$ cat config.mk
export PLATFORM = sky130hd
export DESIGN_NAME = sdram_burst_reader
export DESIGN_NICKNAME = d
export VERILOG_FILES = /design/src/rtl/sdr_rd_pkg.sv /design/src/rtl/sdr_gap_timer.sv /design/src/rtl/sdr_col_walker.sv /design/src/rtl/sdr_nib_pack.sv /design/src/rtl/sdram_burst_reader.sv
export SDC_FILE = /design/constraint.sdc
export NUM_CORES = 1
export LEC_CHECK = 0
export ABC_AREA = 1
export BUFFER_PORTS_ARGS = -buffer_cell sky130_fd_sc_hd__buf_2
export CAP_MARGIN = 30
export CORE_MARGIN = 2
export CORE_UTILIZATION = 54
export CTS_CLUSTER_SIZE = 30
export DETAILED_ROUTE_END_ITERATION = 12
export HOLD_SLACK_MARGIN = 0.03
export PLACE_DENSITY = 0.81
export RECOVER_POWER = 100
export SKIP_CTS_REPAIR_TIMING = 1
export SYNTH_ARGS = -nofsm -noshare
export SYNTH_HDL_FRONTEND = slang
export SYNTH_SLANG_ARGS = --single-unit
$ cat constraint.sdc
create_clock -name clk -period 1.6 [get_ports clk]
set_input_delay 0.16 -clock clk [delete_from_list [all_inputs] [get_ports clk]]
set_output_delay 0.16 -clock clk [all_outputs]
set_load 0.02 [all_outputs]
$ cat src/rtl/sdr_rd_pkg.sv
package sdr_rd_pkg;

   typedef enum logic [3:0] {
      ST_IDLE,
      ST_PRE,
      ST_PGAP,
      ST_ACT,
      ST_RCGAP,
      ST_READ,
      ST_CLNOP,
      ST_SAMPLE,
      ST_SUSP,
      ST_DONE
   } seq_state_e;

   typedef struct packed {
      logic cs_n;
      logic ras_n;
      logic cas_n;
      logic we_n;
   } sd_cmd_t;

   localparam sd_cmd_t CMD_DESEL = 4'b1111;
   localparam sd_cmd_t CMD_NOP   = 4'b0111;
   localparam sd_cmd_t CMD_PRE   = 4'b0010;
   localparam sd_cmd_t CMD_ACT   = 4'b0011;
   localparam sd_cmd_t CMD_READ  = 4'b0101;

endpackage

$ cat src/rtl/sdr_gap_timer.sv
module sdr_gap_timer #(
   parameter int W = 3
) (
   input  logic         clk,
   input  logic         rst_n,
   input  logic         load,
   input  logic [W-1:0] load_val,
   output logic         last
);

   logic [W-1:0] cnt_q;

   always_ff @(posedge clk) begin
      if (!rst_n)
         cnt_q <= '0;
      else if (load)
         cnt_q <= load_val;
      else if (cnt_q != '0)
         cnt_q <= cnt_q - W'(1);
   end

   assign last = (cnt_q == W'(1));

   AST_GAP_HOLD: assert property (@(posedge clk) disable iff (!rst_n)
      (!load && cnt_q == '0) |=> (cnt_q == '0));

endmodule

$ cat src/rtl/sdr_col_walker.sv
module sdr_col_walker #(
   parameter int ROW_W = 12,
   parameter int COL_W = 8
) (
   input  logic             clk,
   input  logic             rst_n,
   input  logic             load,
   input  logic [ROW_W-1:0] row_in,
   input  logic [COL_W-1:0] col_in,
   input  logic             step,
   input  logic             clr_wrap,
   output logic [ROW_W-1:0] row,
   output logic [COL_W-1:0] col,
   output logic             wrap_pend
);

   localparam logic [COL_W-1:0] COL_LAST = '1;

   logic [ROW_W-1:0] row_q;
   logic [COL_W-1:0] col_q;
   logic             wrap_q;

   always_ff @(posedge clk) begin
      if (!rst_n) begin
         row_q  <= '0;
         col_q  <= '0;
         wrap_q <= 1'b0;
      end else if (load) begin
         row_q  <= row_in;
         col_q  <= col_in;
         wrap_q <= 1'b0;
      end else if (step) begin
         if (col_q == COL_LAST) begin
            col_q  <= '0;
            row_q  <= row_q + ROW_W'(1);
            wrap_q <= 1'b1;
         end else begin
            col_q  <= col_q + COL_W'(1);
         end
      end else if (clr_wrap) begin
         wrap_q <= 1'b0;
      end
   end

   assign row       = row_q;
   assign col       = col_q;
   assign wrap_pend = wrap_q;

   AST_WRAP_AT_ZERO: assert property (@(posedge clk) disable iff (!rst_n)
      wrap_q |-> (col_q == '0));

endmodule

$ cat src/rtl/sdr_nib_pack.sv
module sdr_nib_pack #(
   parameter int DQ_W   = 4,
   parameter int WORD_W = 8
) (
   input  logic              clk,
   input  logic              rst_n,
   input  logic              clr,
   input  logic              smp,
   input  logic [DQ_W-1:0]   dq,
   output logic              valid,
   output logic [WORD_W-1:0] word
);

   localparam int NIBS = WORD_W / DQ_W;
   localparam int PH_W = (NIBS > 1) ? $clog2(NIBS) : 1;
   localparam int LO_W = WORD_W - DQ_W;

   logic [PH_W-1:0]   phase_q;
   logic [LO_W-1:0]   low_w;
   logic [WORD_W-1:0] word_q;
   logic              valid_q;
   logic              top_nib;

   assign top_nib = (phase_q == PH_W'(NIBS - 1));

   always_ff @(posedge clk) begin
      if (!rst_n || clr)
         phase_q <= '0;
      else if (smp)
         phase_q <= top_nib ? '0 : phase_q + PH_W'(1);
   end

   for (genvar i = 0; i < NIBS - 1; i++) begin : g_lane
      logic [DQ_W-1:0] q;
      always_ff @(posedge clk) begin
         if (!rst_n)
            q <= '0;
         else if (smp && phase_q == PH_W'(i))
            q <= dq;
      end
      assign low_w[i*DQ_W +: DQ_W] = q;
   end

   always_ff @(posedge clk) begin
      if (!rst_n) begin
         valid_q <= 1'b0;
         word_q  <= '0;
      end else begin
         valid_q <= smp && top_nib && !clr;
         if (smp && top_nib)
            word_q <= {dq, low_w};
      end
   end

   assign valid = valid_q;
   assign word  = word_q;

   AST_VALID_SINGLE: assert property (@(posedge clk) disable iff (!rst_n)
      valid_q |=> !valid_q);

endmodule

$ cat src/rtl/sdram_burst_reader.sv
module sdram_burst_reader
   import sdr_rd_pkg::*;
#(
   parameter int BANK_W    = 2,
   parameter int ROW_W     = 12,
   parameter int COL_W     = 8,
   parameter int ADDR_W    = 12,
   parameter int DQ_W      = 4,
   parameter int WORD_W    = 8,
   parameter int CNT_W     = 8,
   parameter int CAS_LAT   = 2,
   parameter int CLK_RATIO = 1,
   parameter int GAP_W     = 3,
   parameter int PRE_BIT   = 10
) (
   input  logic              clk,
   input  logic              rst_n,
   input  logic              req_valid,
   output logic              req_ready,
   input  logic [BANK_W-1:0] req_bank,
   input  logic [ROW_W-1:0]  req_row,
   input  logic [COL_W-1:0]  req_col,
   input  logic [CNT_W-1:0]  req_len,
   input  logic [1:0]        cfg_first_gap,
   input  logic [1:0]        cfg_reopen_gap,
   input  logic [2:0]        cfg_act_rd_gap,
   output logic              sd_cs_n,
   output logic              sd_ras_n,
   output logic              sd_cas_n,
   output logic              sd_we_n,
   output logic              sd_cke,
   output logic              sd_dqm,
   output logic [BANK_W-1:0] sd_ba,
   output logic [ADDR_W-1:0] sd_a,
   input  logic [DQ_W-1:0]   sd_dq,
   output logic              rd_valid,
   output logic [WORD_W-1:0] rd_byte,
   output logic              rd_done
);

   localparam int NIBS     = WORD_W / DQ_W;
   localparam int REM_W    = CNT_W + $clog2(NIBS);
   localparam int SUSP_CYC = (CLK_RATIO == 2) ? 2 : 1;
   localparam bit CL_NOP   = (CAS_LAT == 3);
   localparam logic [ADDR_W-1:0] PRE_ALL_A = ADDR_W'(1) << PRE_BIT;

   // elaboration-time parameter checks
   if (ROW_W > ADDR_W) begin : g_bad_row
      $error("ROW_W must not exceed ADDR_W");
   end
   if (COL_W >= PRE_BIT) begin : g_bad_col
      $error("column field must stay below the close-all bit");
   end
   if (PRE_BIT >= ADDR_W) begin : g_bad_pre
      $error("close-all bit outside the address bus");
   end
   if ((WORD_W % DQ_W) != 0 || NIBS < 2) begin : g_bad_word
      $error("WORD_W must be at least two whole nibbles");
   end
   if (CAS_LAT < 1 || CAS_LAT > 3) begin : g_bad_cl
      $error("CAS_LAT must be 1, 2 or 3");
   end
   if (CLK_RATIO != 1 && CLK_RATIO != 2) begin : g_bad_ratio
      $error("CLK_RATIO must be 1 or 2");
   end
   if (GAP_W < 3) begin : g_bad_gap
      $error("GAP_W must hold the widest gap");
   end

   seq_state_e        state_q, state_d;
   logic [BANK_W-1:0] bank_q;
   logic [REM_W-1:0]  rem_q;
   logic              reopen_q;
   logic              accept;
   logic              tmr_load;
   logic [GAP_W-1:0]  tmr_val;
   logic              tmr_last;
   logic [GAP_W-1:0]  pre_gap;
   logic [GAP_W-1:0]  rc_gap;
   logic [ROW_W-1:0]  cur_row;
   logic [COL_W-1:0]  cur_col;
   logic              wrap_pend;
   logic              sample_now;
   sd_cmd_t           cmd;

   assign accept     = req_valid && (state_q == ST_IDLE);
   assign sample_now = (state_q == ST_SAMPLE);
   assign pre_gap    = reopen_q ? GAP_W'(cfg_reopen_gap)
                                : GAP_W'(cfg_first_gap) + GAP_W'(1);
   assign rc_gap     = GAP_W'(cfg_act_rd_gap);

   always_comb begin
      state_d  = state_q;
      tmr_load = 1'b0;
      tmr_val  = '0;
      case (state_q)
         ST_IDLE:
            if (accept)
               state_d = (req_len == '0) ? ST_DONE : ST_PRE;
         ST_PRE:
            if (pre_gap == '0)
               state_d = ST_ACT;
            else begin
               state_d  = ST_PGAP;
               tmr_load = 1'b1;
               tmr_val  = pre_gap;
            end
         ST_PGAP:
            if (tmr_last)
               state_d = ST_ACT;
         ST_ACT:
            if (rc_gap == '0)
               state_d = ST_READ;
            else begin
               state_d  = ST_RCGAP;
               tmr_load = 1'b1;
               tmr_val  = rc_gap;
            end
         ST_RCGAP:
            if (tmr_last)
               state_d = ST_READ;
         ST_READ:
            state_d = CL_NOP ? ST_CLNOP : ST_SAMPLE;
         ST_CLNOP:
            state_d = ST_SAMPLE;
         ST_SAMPLE: begin
            state_d  = ST_SUSP;
            tmr_load = 1'b1;
            tmr_val  = GAP_W'(SUSP_CYC);
         end
         ST_SUSP:
            if (tmr_last) begin
               if (rem_q == '0)
                  state_d = ST_DONE;
               else if (wrap_pend)
                  state_d = ST_PRE;
               else
                  state_d = ST_READ;
            end
         ST_DONE:
            state_d = ST_IDLE;
         default:
            state_d = ST_IDLE;
      endcase
   end

   always_ff @(posedge clk) begin
      if (!rst_n) begin
         state_q  <= ST_IDLE;
         bank_q   <= '0;
         rem_q    <= '0;
         reopen_q <= 1'b0;
      end else begin
         state_q <= state_d;
         if (accept) begin
            bank_q   <= req_bank;
            rem_q    <= REM_W'(req_len) * REM_W'(NIBS);
            reopen_q <= 1'b0;
         end else begin
            if (sample_now)
               rem_q <= rem_q - REM_W'(1);
            if (state_q == ST_SUSP && tmr_last && wrap_pend)
               reopen_q <= 1'b1;
         end
      end
   end

   sdr_gap_timer #(.W(GAP_W)) u_gap (
      .clk      (clk),
      .rst_n    (rst_n),
      .load     (tmr_load),
      .load_val (tmr_val),
      .last     (tmr_last)
   );

   sdr_col_walker #(.ROW_W(ROW_W), .COL_W(COL_W)) u_walk (
      .clk       (clk),
      .rst_n     (rst_n),
      .load      (accept),
      .row_in    (req_row),
      .col_in    (req_col),
      .step      (state_q == ST_READ),
      .clr_wrap  (state_q == ST_ACT),
      .row       (cur_row),
      .col       (cur_col),
      .wrap_pend (wrap_pend)
   );

   sdr_nib_pack #(.DQ_W(DQ_W), .WORD_W(WORD_W)) u_pack (
      .clk   (clk),
      .rst_n (rst_n),
      .clr   (accept),
      .smp   (sample_now),
      .dq    (sd_dq),
      .valid (rd_valid),
      .word  (rd_byte)
   );

   always_comb begin
      cmd    = CMD_NOP;
      sd_cke = 1'b1;
      sd_dqm = 1'b0;
      sd_ba  = bank_q;
      sd_a   = '0;
      case (state_q)
         ST_IDLE, ST_DONE: begin
            cmd    = CMD_DESEL;
            sd_dqm = 1'b1;
            sd_ba  = '0;
         end
         ST_PRE: begin
            cmd  = CMD_PRE;
            sd_a = PRE_ALL_A;
         end
         ST_ACT: begin
            cmd  = CMD_ACT;
            sd_a = ADDR_W'(cur_row);
         end
         ST_READ: begin
            cmd  = CMD_READ;
            sd_a = ADDR_W'(cur_col);
         end
         ST_SUSP:
            sd_cke = 1'b0;
         default: ;
      endcase
   end

   assign {sd_cs_n, sd_ras_n, sd_cas_n, sd_we_n} = cmd;
   assign req_ready = (state_q == ST_IDLE);
   assign rd_done   = (state_q == ST_DONE);

   AST_STALL_IS_NOP: assert property (@(posedge clk) disable iff (!rst_n)
      !sd_cke |-> (!sd_cs_n && sd_ras_n && sd_cas_n && sd_we_n));

   AST_CLOSE_ALL_A10: assert property (@(posedge clk) disable iff (!rst_n)
      (!sd_cs_n && !sd_ras_n && sd_cas_n && !sd_we_n) |-> (sd_a == PRE_ALL_A));

   AST_READ_THEN_NOP: assert property (@(posedge clk) disable iff (!rst_n)
      (!sd_cs_n && sd_ras_n && !sd_cas_n && sd_we_n)
      |=> (!sd_cs_n && sd_ras_n && sd_cas_n && sd_we_n));

   AST_DQM_BUSY: assert property (@(posedge clk) disable iff (!rst_n)
      (!req_ready && !rd_done) |-> !sd_dqm);

   AST_DONE_TO_IDLE: assert property (@(posedge clk) disable iff (!rst_n)
      rd_done |=> (req_ready && !rd_done));

   AST_NO_GRANT_BUSY: assert property (@(posedge clk) disable iff (!rst_n)
      (req_ready && !req_valid) |=> req_ready);

endmodule

# ---- After elaboration in Yosys (flattened, before gate mapping)
# Index checks and enable logic that the tools add are counted.
dict set report word_totals {
  in_bits 44
  reg_bits 54
  word_cells 99
}
dict set report classes {
  n_mux 36
  n_addsub 6
  n_eq_ne 16
  bitwise_logic 2
  reduce_logical 26
}
# cell count
set ops {}
lappend ops {{two-way mux 12 bit} 3}
lappend ops {{one-hot mux 12 bit (3 select lines)} 1}
lappend ops {{one-hot mux 4 bit (8 select lines)} 1}
lappend ops {{two-way mux 4 bit} 6}
lappend ops {{two-way mux 8 bit} 3}
lappend ops {{two-way mux 3 bit} 6}
lappend ops {{two-way mux 9 bit} 2}
lappend ops {{equality test 4 x 3 -> 1 bit (second input constant)} 4}
lappend ops {{one-hot mux 4 bit (4 select lines)} 1}
lappend ops {{adder 12 x 1 -> 12 bit (second input constant)} 1}
lappend ops {{two-way mux 1 bit} 10}
lappend ops {{nonzero test 2 bit} 5}
lappend ops {{zero test 9 bit} 1}
lappend ops {{one-hot mux 3 bit (3 select lines)} 1}
lappend ops {{subtractor 9 x 1 -> 9 bit (second input constant)} 1}
lappend ops {{adder 8 x 1 -> 8 bit (second input constant)} 1}
lappend ops {{equality test 4 x 2 -> 1 bit (second input constant)} 2}
lappend ops {{equality test 4 bit (second input constant)} 2}
lappend ops {{equality test 8 bit (second input constant)} 1}
lappend ops {{zero test 8 bit} 1}
lappend ops {{!= test 2 bit (second input constant)} 4}
lappend ops {{logical AND 1 bit} 6}
lappend ops {{zero test 3 bit} 2}
lappend ops {{OR reduction 2 bit} 3}
lappend ops {{15 further kinds} 18}

# ---- Logic depth before layout (Yosys ltp)
dict set report logic_depth {
  ltp_word 6
  ltp_mapped 11
  mapped_depth_nobuf 11
}

# ---- Cells and area by module
# From an unflattened synthesis, not the netlist that was laid out.
dict set report unflattened {
  hier_cells 515
  hier_area_um2 3410.8
}
# mod area_per_inst_um2 instances cells_per_inst seq_area_each_um2
set modules_own_cells {}
lappend modules_own_cells {sdr_col_walker 1380.1 1 205 420.4}
lappend modules_own_cells {sdram_burst_reader 1288.7 1 205 320.3}
lappend modules_own_cells {sdr_nib_pack 523.0 1 69 280.3}
lappend modules_own_cells {sdr_gap_timer 219.0 1 36 60.1}

# ---- Least setup slack after synthesis
# Ideal clock, no wire load.
dict set report synth_path {
  path_type {register to output}
  startpoint {register state_q[0]}
  endpoint {output port sd_ba[0]}
  setup_slack_ns -0.096
  n_path_buf 0
  t_arrival_ns 1.536
  path_stages_with_launch 6
  path_cell_list {dfxtp_1 > inv_2 > nor2_2 > inv_1 > o21ai_0 > nor2_1}
}
dict set report synth_via {
  elab_chain_len 3
  word_cells_on_any_way 4
  classes_between {eq/ne (1); mux (1); reduce/logical (2)}
}
# item line
set synth_lines {}
lappend synth_lines {{from (decl)} sdram_burst_reader.sv:70} ;# seq_state_e state_q, state_d;
lappend synth_lines {{from (signal assigned)} sdram_burst_reader.sv:154} ;# state_q <= state_d;
lappend synth_lines {{equality test 4 bit / zero test 4 bit (equally long branches)} sdram_burst_reader.sv:205} ;# case (state_q)
lappend synth_lines {{OR reduction 2 bit (*)} sdram_burst_reader.sv:205}
lappend synth_lines {{two-way mux 2 bit (*)} sdram_burst_reader.sv:205}
lappend synth_lines {{to (decl)} sdram_burst_reader.sv:33} ;# output logic [BANK_W-1:0] sd_ba,
# Every way passes the cells marked *; elsewhere a longest branch is shown, timed or not.

# ---- Worst setup path after layout
dict set report layout_path {
  startpoint {register state_q[2]}
  endpoint {output port sd_a[3]}
}
dict set report layout_via {
  elab_chain_len 2
  word_cells_on_any_way 4
  classes_between {eq/ne (3); mux (1)}
}
# item line
set layout_lines {}
lappend layout_lines {{equality test 4 x 3 -> 1 bit, or another cell as far along} sdram_burst_reader.sv:205}
lappend layout_lines {{one-hot mux 12 bit (3 select lines) (*)} sdram_burst_reader.sv:205}
lappend layout_lines {{to (decl)} sdram_burst_reader.sv:34} ;# output logic [ADDR_W-1:0] sd_a,
# Marked as above.

==> flow_metrics.tcl <==
set metrics [dict create \
    slew_headroom 0.762 \
    rr_startpoint "state_q[1]$_SDFFE_PN0P_" \
    cpMaxStageDelayCell "dfxtp_4" \
    start_kind "flop" \
    dr.first_iter.drc_count 288 \
    routed_via_density 5.31 \
    cts_tree "done" \
    grt_max_degree 29 \
    drv_cap 0 \
    yosysWarnings 0 \
    worst_pin_slew_ns 0.357 \
    die_x_um 82.2 \
    synth_edf_count 0 \
    arrival_ns 1.60 \
    wire_per_inst_um 13.5 \
    synth_area_sq_um 3300 \
    worst-path-buf-inv 3 \
    min_path_cells 3 \
    clk_latency_ns 0.32 \
    syn-num-nets 570 \
    status "finished with violations" \
    vias 3687 \
    ir_drop_uv 1030 \
    ys_ff_latch 54 \
    die_y_um 82.2 \
    pwr_density_cell_nw_per_um2 1310 \
    portBuffers 74 \
    yosysTopAreaCell "dfxtp_1" \
    r2r_slack_ns -0.05 \
    yosys_most_used_dff "dfxtp_1" \
    finalHoldViolCount 0 \
    hold_end "u_walk.col[0]$_SDFFE_PN0P_" \
    clk_pin_slew_ns 0.11 \
    skew_ns 0.0109 \
    violations "negative setup slack" \
    start_util 0.557 \
    core_sq_um 5920 \
    pre_cts_slack_ns 0.0718 \
    core.rowCount 28 \
    design_area_sq_um 4240 \
    die-area_sq_um 6750 \
    path_delay_family "buffers and inverters" \
    min_period_ns 1.76 \
    critical_path_required_ns 1.44 \
    rsz0062_at_grt "yes" \
    crit_path_cell_trace "inv_6, nand2_4, nor2_4, clkinvlp_4, o22ai_1, buf_2" \
    clockRootBuffer "clkbuf_8" \
    ys_types 34 \
    first_pass_iters 4 \
    final_max_slew_viol_count 0 \
    rr_endpoint "u_walk.col[2]$_SDFFE_PN0P_" \
    whs_ns 0.0993 \
    worstRegToRegCells 11 \
    seq_area_frac_synth 0.328 \
    area_growth_pct 28.6 \
    grt_pass1_wl_um 14500 \
    async_flop_share 0 \
    drive_gt1_frac 0.277 \
    drc 0 \
    synth_top_area_frac 0.328 \
    power_mw 5.54 \
    endpoint_kind "primary output" \
    crit_path_max_incr_delay_ns 0.39 \
    hold_class "in2reg" \
    max_freq_mhz 568 \
    antenna_found_initial 0 \
    grt_pass1_vias 3251 \
    routabilityCongestion 0.914 \
    clockBufferDepth 2 \
    synth_common_cells "nand2_1 (131), inv_1 (68), nor2_1 (57)" \
    setup_tns_ns -1.83 \
    layout.nets 670 \
    diodes 0 \
    clock-sinks 54 \
    htree_num_levels 2 \
    p_leak_nw 1.92 \
    path_max_fanout 7 \
    synthCells 519 \
    hp-start "req_col[0]" \
    ant_nets 0 \
    dpl_cell_area_sq_um 3850 \
    synth.most_common_cell "nand2_1" \
    synth_area_per_cell_sq_um 6.35 \
    wirelength_um 9420 \
    io_pins 75 \
    hpwl_um 6520 \
    period_share 1.10 \
    cts_made_buffers 5 \
    grt_util_all_layers 0.273 \
    crit_type "reg2out" \
    synthTopCellsByArea "dfxtp_1 (33%), nand2_1 (15%), inv_1 (7.7%)" \
    overflow 0 \
    worst_slack_ns -0.161 \
    setup_viol 21 \
]
-- worst max path at each step --
stage / cells past startpoint / slack [ns] / from / end
final: 6 / -0.16 / state_q[2]$_SDFFE_PN0P_ / sd_a[3]
after global routing: 6 / -0.22 / state_q[2]$_SDFFE_PN0P_ / sd_a[5]
after CTS: 5 / -0.24 / state_q[0]$_SDFFE_PN0P_ / sd_a[5]
after detailed placement: 8 / 0.07 / state_q[2]$_SDFFE_PN0P_ / rem_q[5]$_SDFFE_PN0P_
after global placement: 11 / 0.08 / u_walk.col[0]$_SDFFE_PN0P_ / u_walk.row[6]$_SDFFE_PN0P_
after floorplan: 5 / 0.05 / state_q[1]$_SDFFE_PN0P_ / sd_a[0]
-- registers in the layout (all words and copies together), names as in the netlist, 2 cells and up --
signal and cells:
u_gap.cnt_q 3, u_pack.word 8, u_walk.col 8, u_pack.g_lane.q 4
bank_q 2, state_q 4, rem_q 9, u_walk.row 12
-- cell usage in the layout (no fill, tap or decap), types with 2 or more instances in the layout --
master,instances
a22o_1,2
buf_6,10
o22ai_1,8
nor2_4,10
nand2_1,123
nand2_4,5
nand3_1,50
xor2_1,3
xnor2_1,2
o21ai_1,12
nor3_1,6
a21oi_2,6
inv_6,2
inv_1,62
inv_2,6
a21oi_1,35
a31oi_1,7
nand2_2,10
dfxtp_4,3
ha_1,7
dfxtp_2,2
buf_2,60
nand4_1,10
o21ai_0,16
dfxtp_1,49
nor2_1,53
clkbuf_8,5
inv_8,2
o21ai_2,3
buf_4,39
-- layout make-up --
type	instances	area [sq um]
clock buffers	5	68.8
clock inverters	3	28.8
fillers	518	1680
inverters	73	305
multi-input cells	376	1940
flip-flops and latches	54	1090
well taps	75	93.8
repair buffers	109	706
-- logic make-up after synthesis --
family,count (synthesis),synth area share
buf+inv,90,0.115
compound gates,92,0.155
xor+xnor,5,0.0133
flops,54,0.328
fa+ha+maj,7,0.0266
simple gates,271,0.363
-- worst reg2reg max path: stages, from the launching register on --
cell	delay, ns
dfxtp_4	0.38
buf_6	0.13
nor2_4	0.20
nand2_2	0.14
buf_4	0.17
nand2_4	0.08
buf_4	0.17
inv_2	0.07
nand2_1	0.06
nand3_1	0.08
nand2_1	0.06
inv_1	0.04
-- layer usage --
metal  global-route usage  part of all wire  up-vias
met2                0.446              0.48      131
met5                    0                 0        -
met3               0.0489             0.068        8
li1                     -                 -     1882
met1                0.368              0.44     1666
met4               0.0867            0.0092        0
-- power by group --
group	total (mW)	leakage, nW	internal (mW)	switching (mW)
Sequential	1.80	0.443	1.58	0.217
Clock	0.847	0.0506	0.329	0.518
Combinational	2.89	1.43	1.10	1.79
-- stage by stage --
stage,utilization,cells
3_3_place_gp,0.650,676
5_1_grt,0.716,695
2_1_floorplan,-,519
4_1_cts,0.667,684
3_5_place_dp,0.650,676
6_report,0.716,695
Note: power is estimated with default switching activity, not from simulation.
